$ cat config.mk
export PLATFORM = sky130hd
export DESIGN_NAME = rx_dest_filter
export DESIGN_NICKNAME = d
export VERILOG_FILES = /design/src/rtl/rxf_pkg.sv /design/src/rtl/rxf_collect.sv /design/src/rtl/rxf_hash.sv /design/src/rtl/rxf_match.sv /design/src/rtl/rx_dest_filter.sv
export SDC_FILE = /design/constraint.sdc
export NUM_CORES = 1
export LEC_CHECK = 0
export CAP_MARGIN = 20
export CORE_ASPECT_RATIO = 0.5
export CORE_MARGIN = 2
export CORE_UTILIZATION = 49
export CTS_BUF_LIST = sky130_fd_sc_hd__clkbuf_8
export CTS_CLUSTER_DIAMETER = 200
export DETAILED_ROUTE_END_ITERATION = 10
export GPL_ROUTABILITY_DRIVEN = 0
export PLACE_DENSITY = 0.78
export SLEW_MARGIN = 20
export SYNTH_ARGS = -nofsm -noshare
export SYNTH_HDL_FRONTEND = slang
export SYNTH_SLANG_ARGS = --single-unit
$ cat constraint.sdc
create_clock -name clk -period 5.1 [get_ports clk]
set_input_delay 1.02 -clock clk [delete_from_list [all_inputs] [get_ports clk]]
set_output_delay 1.02 -clock clk [all_outputs]
set_load 0.005 [all_outputs]
$ cat src/rtl/rxf_pkg.sv
package rxf_pkg;
  localparam int ADDR_BYTES = 6;
  localparam int ADDR_W     = ADDR_BYTES * 8;
  localparam int HASH_W     = 6;
  localparam int TBL_W      = 1 << HASH_W;
  localparam int CTRL_W     = 4;

  // control word bit positions
  localparam int CTL_STA0   = 0;
  localparam int CTL_STA1   = 1;
  localparam int CTL_HASHIN = 2;
  localparam int CTL_BCAST  = 3;

  typedef struct packed {
    logic [ADDR_W-1:0] sta0;
    logic [ADDR_W-1:0] sta1;
    logic [TBL_W-1:0]  grp_tbl;
    logic [CTRL_W-1:0] ctrl;
  } rxf_cfg_t;
endpackage

$ cat src/rtl/rxf_collect.sv
// Tracks frame position, assembles the destination address and holds the
// configuration snapshot taken on the start beat.
module rxf_collect
  import rxf_pkg::*;
#(
  parameter int MIN_LEN = 12,
  localparam int CNT_W  = $clog2(MIN_LEN + 1)
) (
  input  logic              clk,
  input  logic              rst_n,
  input  logic              beat,
  input  logic              sof,
  input  logic              eof,
  input  logic [7:0]        data,
  input  rxf_cfg_t          cfg_in,
  output rxf_cfg_t          cfg_eff,
  output logic [ADDR_W-1:0] addr_now,
  output logic              frame_beat,
  output logic [CNT_W-1:0]  byte_idx,
  output logic              at_decide,
  output logic              at_runt
);
  localparam logic [CNT_W-1:0] LAST_ADDR = CNT_W'(ADDR_BYTES - 1);
  localparam logic [CNT_W-1:0] RUNT_MAX  = CNT_W'(MIN_LEN - 2);
  localparam logic [CNT_W-1:0] CNT_SAT   = CNT_W'(MIN_LEN);

  logic             in_frame;
  logic [CNT_W-1:0] cnt_q;
  logic [ADDR_W-1:0] addr_q;
  rxf_cfg_t         cfg_q;

  assign byte_idx   = sof ? '0 : cnt_q;
  assign frame_beat = beat && (sof || in_frame);
  assign at_decide  = frame_beat && (byte_idx == LAST_ADDR);
  assign at_runt    = frame_beat && eof && (byte_idx <= RUNT_MAX);
  assign cfg_eff    = (beat && sof) ? cfg_in : cfg_q;

  always_ff @(posedge clk) begin
    if (!rst_n) begin
      in_frame <= 1'b0;
      cnt_q    <= '0;
    end else if (frame_beat) begin
      in_frame <= !eof;
      if (sof)
        cnt_q <= CNT_W'(1);
      else if (cnt_q < CNT_SAT)
        cnt_q <= cnt_q + CNT_W'(1);
    end
  end

  always_ff @(posedge clk) begin
    if (!rst_n)
      cfg_q <= '0;
    else if (beat && sof)
      cfg_q <= cfg_in;
  end

  for (genvar g = 0; g < ADDR_BYTES; g++) begin : g_slot
    localparam logic [CNT_W-1:0] SLOT = CNT_W'(g);
    logic hit;
    assign hit = frame_beat && (byte_idx == SLOT);
    always_ff @(posedge clk) begin
      if (!rst_n)
        addr_q[g*8 +: 8] <= '0;
      else if (hit)
        addr_q[g*8 +: 8] <= data;
    end
    assign addr_now[g*8 +: 8] = hit ? data : addr_q[g*8 +: 8];
  end
endmodule

$ cat src/rtl/rxf_hash.sv
// XOR fold of the address into a table index.
module rxf_hash
  import rxf_pkg::*;
(
  input  logic [ADDR_W-1:0] addr,
  output logic [HASH_W-1:0] idx
);
  localparam int SLICES = (ADDR_W + HASH_W - 1) / HASH_W;
  localparam int PAD_W  = SLICES * HASH_W;

  logic [PAD_W-1:0]  padded;
  logic [HASH_W-1:0] fold [SLICES+1];

  assign padded  = PAD_W'(addr);
  assign fold[0] = '0;

  for (genvar s = 0; s < SLICES; s++) begin : g_fold
    assign fold[s+1] = fold[s] ^ padded[s*HASH_W +: HASH_W];
  end

  assign idx = fold[SLICES];
endmodule

$ cat src/rtl/rxf_match.sv
// Combines the four match paths into one accept bit.
module rxf_match
  import rxf_pkg::*;
(
  input  logic [ADDR_W-1:0] addr,
  input  rxf_cfg_t          cfg,
  output logic              accept
);
  logic [HASH_W-1:0] hidx;
  logic hit_sta0, hit_sta1, hit_bcast, hit_hash, hash_on;

  rxf_hash u_hash (
    .addr (addr),
    .idx  (hidx)
  );

  assign hit_sta0  = cfg.ctrl[CTL_STA0]  && (addr == cfg.sta0);
  assign hit_sta1  = cfg.ctrl[CTL_STA1]  && (addr == cfg.sta1);
  assign hit_bcast = cfg.ctrl[CTL_BCAST] && (&addr);
  assign hash_on   = addr[0] || cfg.ctrl[CTL_HASHIN];
  assign hit_hash  = hash_on && cfg.grp_tbl[hidx];
  assign accept    = hit_sta0 || hit_sta1 || hit_bcast || hit_hash;
endmodule

$ cat src/rtl/rx_dest_filter.sv
module rx_dest_filter
  import rxf_pkg::*;
#(
  parameter int MIN_LEN = 12
) (
  input  logic        clk,
  input  logic        rst_n,
  input  logic        in_valid,
  output logic        in_ready,
  input  logic [7:0]  in_data,
  input  logic        in_sof,
  input  logic        in_eof,
  input  logic [31:0] sta0_lo,
  input  logic [15:0] sta0_hi,
  input  logic [31:0] sta1_lo,
  input  logic [15:0] sta1_hi,
  input  logic [31:0] grp_lo,
  input  logic [31:0] grp_hi,
  input  logic [3:0]  rx_ctrl,
  output logic        verdict_valid,
  output logic        verdict_accept,
  output logic        runt_drop
);
  localparam int CNT_W = $clog2(MIN_LEN + 1);

  rxf_cfg_t          cfg_in, cfg_eff;
  logic [ADDR_W-1:0] addr_now;
  logic              frame_beat, at_decide, at_runt, accept;
  logic [CNT_W-1:0]  byte_idx;

  assign in_ready       = 1'b1;
  assign cfg_in.sta0    = {sta0_hi, sta0_lo};
  assign cfg_in.sta1    = {sta1_hi, sta1_lo};
  assign cfg_in.grp_tbl = {grp_hi, grp_lo};
  assign cfg_in.ctrl    = rx_ctrl;

  rxf_collect #(.MIN_LEN(MIN_LEN)) u_collect (
    .clk        (clk),
    .rst_n      (rst_n),
    .beat       (in_valid),
    .sof        (in_sof),
    .eof        (in_eof),
    .data       (in_data),
    .cfg_in     (cfg_in),
    .cfg_eff    (cfg_eff),
    .addr_now   (addr_now),
    .frame_beat (frame_beat),
    .byte_idx   (byte_idx),
    .at_decide  (at_decide),
    .at_runt    (at_runt)
  );

  rxf_match u_match (
    .addr   (addr_now),
    .cfg    (cfg_eff),
    .accept (accept)
  );

  always_ff @(posedge clk) begin
    if (!rst_n) begin
      verdict_valid  <= 1'b0;
      runt_drop      <= 1'b0;
      verdict_accept <= 1'b0;
    end else begin
      verdict_valid <= at_decide;
      runt_drop     <= at_runt;
      if (at_runt)
        verdict_accept <= 1'b0;
      else if (at_decide)
        verdict_accept <= accept;
      else if (frame_beat && in_sof)
        verdict_accept <= 1'b0;
    end
  end
endmodule

[Word level (Yosys, flattened, before mapping)]
Index checks and enable logic that the tools add are counted.
W data, S select, Z words.
Storage, ports and cells
  input bits: 177
  register bits: 220
  output and inout port bits: 4
Operators by class
  equality and inequality tests: 7
  $lt $le $gt $ge: 3
  $add $sub $neg: 1
  bitwise gates (word level): 8
  multiplexer cells: 14
  reductions and logical operators: 27
Operators with widths (count)
  $mux W164: 1
  $eq A48 B48 Y1: 2
  $mux W8: 6
  $reduce_and A48 Y1: 1
  $xor A6 B6 Y6: 7
  $logic_and A1 B1 Y1: 15
  $mux W4: 3
  $eq A4 B2 Y1 const B: 2
  $eq A4 B3 Y1 const B: 2
  $lt A6 B7 Y1 const B: 1
  $bmux W1 S6: 1
  $logic_or A1 B1 Y1: 5
  $add A4 B1 Y4 const B: 1
  $eq A4 B1 Y1 const B: 1
  $le A4 B4 Y1 const B: 1
  $logic_not A4 Y1: 1
  $lt A4 B4 Y1 const B: 1
  $reduce_bool A2 Y1: 2
  $mux W1: 3
  $reduce_and A2 Y1: 1
  $reduce_or A2 Y1: 1
  $logic_not A1 Y1: 1
  $not A1 Y1: 1

[Longest topological paths before layout]
Gate-level depths: netlist of run 1.
  word-level depth: 16
  mapped depth: 17

[Hierarchy]
A second synthesis of run 1 with hierarchy kept.
Second synthesis, totals
  cell total of the unflattened synthesis: 1039
  area, all modules: 11282.1 um^2
By module, submodules not included
  rxf_collect: times used 1, seq. area each 4344.2 um^2, cells an instance 789, area an instance 9019.9 um^2
  rxf_match: times used 1, seq. area each 0.0 um^2, cells an instance 198, area an instance 1780.5 um^2
  rxf_hash: times used 1, seq. area each 0.0 um^2, cells an instance 42, area an instance 367.9 um^2
  rx_dest_filter: times used 1, seq. area each 60.1 um^2, cells an instance 10, area an instance 113.9 um^2

[Least setup slack after synthesis of run 1]
No wires, ideal clock.
  kind: input -> register
  from: input port in_sof
  to: register verdict_accept
  data required time: 4.968 ns
  setup time: 0.132 ns
  setup slack: 0.342 ns
  arrival time: 4.626 ns
  path buffers: 3
  stages on the path: 15
  cells stage by stage: buf_2 > or3b_1 > nor2_4 > mux2i_1 > xnor3_1 > xnor2_4 > xor2_4 > buf_6 > buf_2 > mux2i_1 > mux2i_1 > o211ai_1 > o21ai_0 > nor4_1 > a211oi_2
Between the ends
  word-level cells in the longest chain between the ends: 16
  elaborated cells between the ends (all ways): 50
Ends and longest elaborated chain
  from (decl): RTL line rx_dest_filter.sv:11  | input logic in_sof,
  $mux W4 or $logic_or A1 B1 Y1 (tied branches): RTL line rxf_collect.sv:32, rxf_collect.sv:33
  $eq A4 B1 Y1, or another cell as far along: RTL line rxf_collect.sv:61  | assign hit = frame_beat && (byte_idx == SLOT);
  $logic_and A1 B1 Y1: RTL line rxf_collect.sv:61
  $mux W8: RTL line rxf_collect.sv:68  | assign addr_now[g*8 +: 8] = hit ? data : addr_q[g*8 +: 8];
  $xor A6 B6 Y6 (7 in a row): RTL line rxf_hash.sv:18  | assign fold[s+1] = fold[s] ^ padded[s*HASH_W +: HASH_W];
  $bmux W1 S6: RTL line rxf_match.sv:21  | assign hit_hash = hash_on && cfg.grp_tbl[hidx];
  $mux W1 (implied by the code): RTL line rxf_match.sv:21
  $logic_and A1 B1 Y1: RTL line rxf_match.sv:21
  $logic_or A1 B1 Y1: RTL line rxf_match.sv:22  | assign accept = hit_sta0 || hit_sta1 || hit_bcast || hit_hash;
  $mux W1: RTL line rx_dest_filter.sv:69  | else if (at_decide)
  to (signal assigned): RTL line rx_dest_filter.sv:70  | verdict_accept <= accept;
  to (decl): RTL line rx_dest_filter.sv:21  | output logic verdict_accept,
Several ways; a longest one is shown, not always the timed one. The select of a mux whose other input is x is not followed.
A chain may end at the register's enable or synchronous reset.

[Worst setup path after layout of run 1]
Same ends and word-level chain as after synthesis.

==> results of run 1 <==
metal layers:
metal	global-route usage, %	vias to the layer above
li1	-	4582
met1	33.7	4633
met2	44.9	401
met3	5.75	74
met4	8.92	0
met5	0	-
state kept, by name, summed over array words and instances (netlist names):
name / flops
u_collect.cfg_q: 164
u_collect.addr_q: 48
u_collect.cnt_q: 4
runt_drop: 1
u_collect.in_frame: 1
verdict_accept: 1
verdict_valid: 1
final cells by class:
type                       instances  area (um^2)
inverter                           5         23.8
fill                            1756         7720
tap                              300          375
clock inverter                    15         67.6
timing repair buffer             254         2390
clock buffer                      45          619
sequential                       220         4400
multi-input combinational        912         6170
through the flow:
| stage | power (mW) | cell area [um^2] | util [%] | cells | hold WS (ns) |
|---|---|---|---|---|---|
| floorplan | 2.30 | 10900 | - | 1216 | 0.432 |
| global placement | 2.58 | 13400 | 61.4 | 1691 | 0.441 |
| detailed placement | 2.60 | 13400 | 61.4 | 1691 | 0.447 |
| CTS | 4.09 | 14100 | 64.5 | 1751 | 0.456 |
| global route | 4.24 | 14100 | 64.5 | 1751 | 0.473 |
| finish | 4.08 | 14100 | 64.5 | 1751 | 0.454 |
synth_stat cells (all sizes together), types with 5 or more instances:
cell type,count,area [um^2]
dfxtp,220,4400
nand2,194,728
mux2i,182,1860
nor2,163,622
a21oi,74,382
xor2,71,641
xnor2,60,559
clkbuf,54,203
buf,25,139
nor4,25,156
nand4,21,146
nand3,16,80.1
nor3,11,55.1
o21ai,9,45.0
mux4,7,158
a31oi,6,37.5
and2,6,37.5
inv,5,18.8
o211ai,5,37.5
power breakdown:
part,leakage [nW],internal (mW),switching [mW],total (mW)
clock,0.400,0.792,0.711,1.50
combinational,3.81,0.370,0.393,0.763
sequential,1.79,1.79,0.0281,1.81
total,6.00,2.95,1.13,4.08
worst max-delay path: cells and delay by family:
kind | cells | cell delay [ns]
compound gates | 4 | 0.96
simple gates | 3 | 0.82
buf+inv | 2 | 0.72
mux | 2 | 0.36
xor+xnor | 3 | 1.13
cell families (layout without fill, tap and decap cells):
kind of cell | after synthesis | after routing | synth area share, %
compound gates | 129 | 129 | 7.27
xor+xnor | 137 | 137 | 12.2
fa+ha+maj | 1 | 1 | 0.115
buf+inv | 84 | 319 | 3.30
flops | 220 | 220 | 40.3
mux | 189 | 189 | 18.5
other cells | 1 | 1 | 0.0343
simple gates | 455 | 455 | 18.3
worst max path at each step:
stage	endpoint	cells past startpoint
after floorplan	verdict_accept	15
after global placement	verdict_accept	14
after detailed placement	verdict_accept	14
after CTS	verdict_accept	14
after global routing	verdict_accept	12
final	verdict_accept	14
==> metrics.md, run 1 <==
| Metric | Value |
|---|---|
| Top cell by count, worst path | `mux2i_1` |
| DP Wirelength | `23400 um` |
| # IOs | `181` |
| WL met3 | `2410 um` |
| # clock sinks | `220` |
| R2R Setup Slk | `about 0.91 ns` |
| Antenna Cells | `0` |
| Critical path required time | `5.55 ns` |
| Wl on met1 | `13600 um` |
| DR WL/cell | `18.2 um` |
| Min Clock Period, post-route | `approximately 4.6 ns` |
| Peak VDD IR | `139 uV` |
| Clock tree buffer depth | `3` |
| Reg-to-Reg End | `verdict_accept` |
| Rows | `38` |
| First-pass GRT wire length | `roughly 49000 um` |
| Worst-Margin Slew | `1.15 ns` |
| Leakage dissipation | `6.00 nW` |
| Critical Path Slowest Stage Cell | `xnor3_1` |
| Slew HR | `23.4%` |
| GRT Residual Overflow | `0` |
| Initial core utilization | `50.2%` |
| Yosys warnings | `0` |
| CTS Buf Count | `34` |
| Met2 wire len | `15000 um` |
| Tcrit/Tclk final | `89.6%` |
| CP startpoint kind | `input port` |
| Critical path origin | `in_sof` |
| Syn Nets | `1394` |
| Max Cap Viol | `0` |
| IO Port Bufs | `179` |
| Nets | `roughly 1600` |
| Via count | `a little under 10000` |
| WHS Endpoint | `u_collect.cfg_q[66]` |
| Most common cell after layout, fill and taps aside | `dfxtp_1` |
| Critical Path AT | `5.02 ns` |
| Slew Limit Fails | `0` |
| CTS tree | `yes` |
| Status | `completed` |
| Commonest non-fill, non-tap cells in the layout | `220 x dfxtp_1, 193 x nand2_1, 179 x clkdlybuf4s50_1` |
| Final setup TNS | `0 ns` |
| Routed vias/inst | `between 5 and 6` |
| Clock-pin slew on the worst setup and hold paths | `around 0.060 ns` |
| HP Start | `u_collect.cfg_q[66]` |
| RSZ-0062 raised after global routing | `false` |
| Worst hold path type | `flop to flop` |
| DR iter-0 viols | `888` |
| Final setup skew | `between 0.02 and 0.025 ns` |
| Cells after Synth | `1216` |
| GRT Resource Usage Total | `26.4%` |
| Residual DRC count | `0` |
| Post-synth EDFFs | `0` |
| Layout cells sized above 1 | `10.5%` |
| Worst R2R Path Depth | `13` |
| Drt pass-1 iters | `5` |
| Total core area | `0.0218 mm^2` |
| Die footprint | `approximately 0.024 mm^2` |
| Die H | `~110 um` |
| Uppermost layer routed | `met4` |
| Critical path class | `input port to flop` |
| Ys async rst share | `0%` |
| Worst path cell trace | `clkdlybuf4s50_1 -> or3b_1 -> nor2_4 -> mux2i_1 -> xnor3_1 -> xnor2_4 -> xor2_4 -> buf_4 -> mux2i_1 -> a221oi_1 -> o21ai_0 -> and4_1 -> a221o_1 -> a211oi_2` |
| Hold Path Cell Cnt | `2` |
| H-Tree Depth | `2` |
| Maximum clock frequency | `219 MHz` |
| Final Hold Viols | `0` |
| Synthesis-to-finish area growth | `28.6%` |
| CTS Root Cell | `clkbuf_8` |
| Pre-CTS setup slack | `0.0394 ns` |
| Worst-skew pair later-pin latency | `0.54 ns` |
| Post-CTS setup repair buffer count | `0` |
| Final setup margin | `~0.53 ns` |
| Synth Area per Inst | `8.98 um^2` |
| Number of global-route vias before repair | `9450` |
| Hold buffers post-CTS | `0` |
| Count of final setup violators | `0` |
| Reg-to-reg startpoint | `u_collect.cnt_q[0]` |
| Post-synthesis sequential area ratio | `40.3%` |
| Crit-path max cell delay | `0.51 ns` |
| Die X | `215 um` |
| Synth Flop Type | `dfxtp_1` |
| Initial antenna violation count | `0` |
| Synth Register Bits | `220` |
| Crit. End Element | `flop` |
| Largest net degree at the start of global routing | `150` |
| Mapped Area | `~0.011 mm^2` |
| Antenna Nets Post-Route | `0` |
| Synth unique cells | `65` |
| Power per cell area | `290 mW/mm^2` |
| Cts repair resizes | `0` |
| Crit Path Max Fanout | `15` |
| Post-Route WL | `31900 um` |
Note: power is estimated with default switching activity, not from simulation.
==> run 2: changes to the inputs <==
- SETUP_SLACK_MARGIN: not set -> 0.02
- SYNTH_HIERARCHICAL: not set -> 1
==> metrics.md, run 2 <==
| Metric | Value |
|---|---|
| Status | `completed` |
| Worst-skew pair later-pin latency | `between 0.5 and 0.6 ns` |
| Count of final setup violators | `0` |
| H-Tree Depth | `2` |
| Final Hold Viols | `0` |
| Antenna Cells | `0` |
| IO Port Bufs | `179` |
| Cells after Synth | `1036` |
| Final Util | `62.8%` |
| Largest Register | `u_collect/cfg_q` |
| Slew HR | `38.1%` |
| DR iter-0 viols | `755` |
| Clock-pin slew on the worst setup and hold paths | `0.07 ns` |
| Most common cell after layout, fill and taps aside | `dfxtp_1` |
| DP Wirelength | `25000 um` |
| Synthesis-to-finish area growth | `26.4%` |
| Largest net degree at the start of global routing | `~110` |
| Final setup margin | `roughly 0.48 ns` |
| R2R Setup Slk | `approximately 1.0 ns` |
| CP startpoint kind | `input port` |
| Pre-CTS setup slack | `0.0163 ns` |
| First-pass GRT wire length | `roughly 51000 um` |
| Critical Path AT | `5.01 ns` |
| Reg-to-reg startpoint | `u_collect/cnt_q[2]` |
| Commonest non-fill, non-tap cells in the layout | `220 x dfxtp_1, 212 x mux2_2, 178 x clkdlybuf4s50_1` |
| Critical path origin | `in_sof` |
| HP Start | `u_collect/addr_q[26]` |
| Largest register FFs | `~160` |
| Hold buffers post-CTS | `0` |
| Tcrit/Tclk final | `90.6%` |
| GRT Resource Usage Total | `27.3%` |
| GRT Residual Overflow | `0` |
| Crit. End Element | `flop` |
| Critical path class | `input port to flop` |
| CTS tree | `yes` |
| Max Cap Viol | `0` |
| Slew Limit Fails | `0` |
| Reg-to-Reg End | `verdict_accept` |
| CTS Buf Count | `34` |
| Worst R2R Path Depth | `13` |
| Total core area | `0.0227 mm^2` |
| Final setup TNS | `0 ns` |
| Yosys warnings | `6` |
| Post-Route WL | `33300 um` |
| Initial core utilization | `49.6%` |
| Drt pass-1 iters | `6` |
| Syn Nets | `1214` |
| Power per cell area | `280 mW/mm^2` |
| Die footprint | `roughly 0.024 mm^2` |
| Routed vias/inst | `5.50` |
| Fin area | `0.0142 mm^2` |
| CTS Root Cell | `clkbuf_8` |
| Dpl cell area | `0.0136 mm^2` |
| Layout cells sized above 1 | `26.6%` |
| Nets | `1419` |
| DR WL/cell | `21.2 um` |
| Residual DRC count | `0` |
| Synth Area per Inst | `10.9 um^2` |
| Post-CTS setup repair buffer count | `0` |
| RSZ-0062 raised after global routing | `false` |
| # IOs | `181` |
| Cts repair resizes | `0` |
| Mapped Area | `0.0113 mm^2` |
| Via count | `8640` |
| WHS Endpoint | `u_collect/addr_q[26]` |
| Crit Path Max Fanout | `16` |
| Rows | `39` |
| # clock sinks | `220` |
| Clock tree buffer depth | `3` |
| Die X | `218 um` |
| Hold Path Cell Cnt | `2` |
| Leakage dissipation | `6.27 nW` |
| Antenna Nets Post-Route | `0` |
| Regs by FF count | `u_collect/cfg_q (164), u_collect/addr_q (48), u_collect/cnt_q (4)` |
| Maximum clock frequency | `217 MHz` |
| Min Clock Period, post-route | `4.62 ns` |
| Number of global-route vias before repair | `8947` |
| Worst-Margin Slew | `between 0.9 and 1 ns` |
| Critical path required time | `around 5.5 ns` |
| Final setup skew | `0.0224 ns` |
| Worst hold path type | `flop to flop` |
| Min Hold Slack | `0.461 ns` |
| Die H | `111 um` |
| Initial antenna violation count | `2` |
| Peak VDD IR | `128 uV` |
-- run 2: cell count changes in the layout (fill, tap and decap cells not counted), moves of 10 or more --
| cell | change |
|---|---|
| mux2_2 | +212 |
| and2_1 | +161 |
| nor2_1 | -156 |
| nand2_1 | -134 |
| mux2i_1 | -124 |
| a21oi_1 | -68 |
| buf_4 | -26 |
| nand3_1 | -10 |
-- run 2: worst max path at each step --
stage / endpoint / slack, ns / depth (start not counted)
CTS: verdict_accept / 0.54 / 15
finish: verdict_accept / 0.48 / 15
detailed placement: verdict_accept / 0.02 / 15
floorplan: verdict_accept / 0.58 / 16
global route: verdict_accept / 0.36 / 15
global placement: verdict_accept / 0.06 / 15
-- run 2: power by group --
part / internal, mW / leakage, nW / total [mW] / switching (mW)
sequential: 1.79 / 1.79 / 1.81 / 0.0197
combinational: 0.394 / 4.09 / 0.709 / 0.315
clock: 0.770 / 0.387 / 1.47 / 0.695
-- run 2: metrics by stage --
step / instances / power (mW)
2_1_floorplan: 1036 / 2.25
3_3_place_gp: 1512 / 2.53
3_5_place_dp: 1512 / 2.54
4_1_cts: 1570 / 3.99
5_1_grt: 1570 / 4.13
6_report: 1570 / 3.98
-- run 2: per-layer routing --
layer / share of wire (%) / track usage, %
met4: 2.3 / 7.07
met1: 43 / 35.9
met2: 46 / 44.7
met5: 0.096 / 0
met3: 8.6 / 7.13
-- run 2: worst max-delay path, cell delays in order --
cell	delay, ns
clkdlybuf4s50_1	0.45
and4bb_4	0.40
nor4b_4	0.27
buf_4	0.22
mux2_4	0.32
xnor2_1	0.19
xnor2_1	0.14
xnor2_2	0.32
buf_12	0.22
mux4_2	0.51
mux4_1	0.51
nand3_1	0.10
nand4_1	0.10
mux2i_1	0.18
nor3b_2	0.06
-- run 2: cell type report --
| type | instances | area [um^2] |
|---|---|---|
| clock buffer | 44 | 606 |
| clock inverter | 14 | 56.3 |
| fill | 1808 | 8450 |
| inverter | 13 | 48.8 |
| multi-input combinational | 744 | 6540 |
| sequential | 220 | 4400 |
| tap | 307 | 384 |
| timing repair buffer | 228 | 2210 |
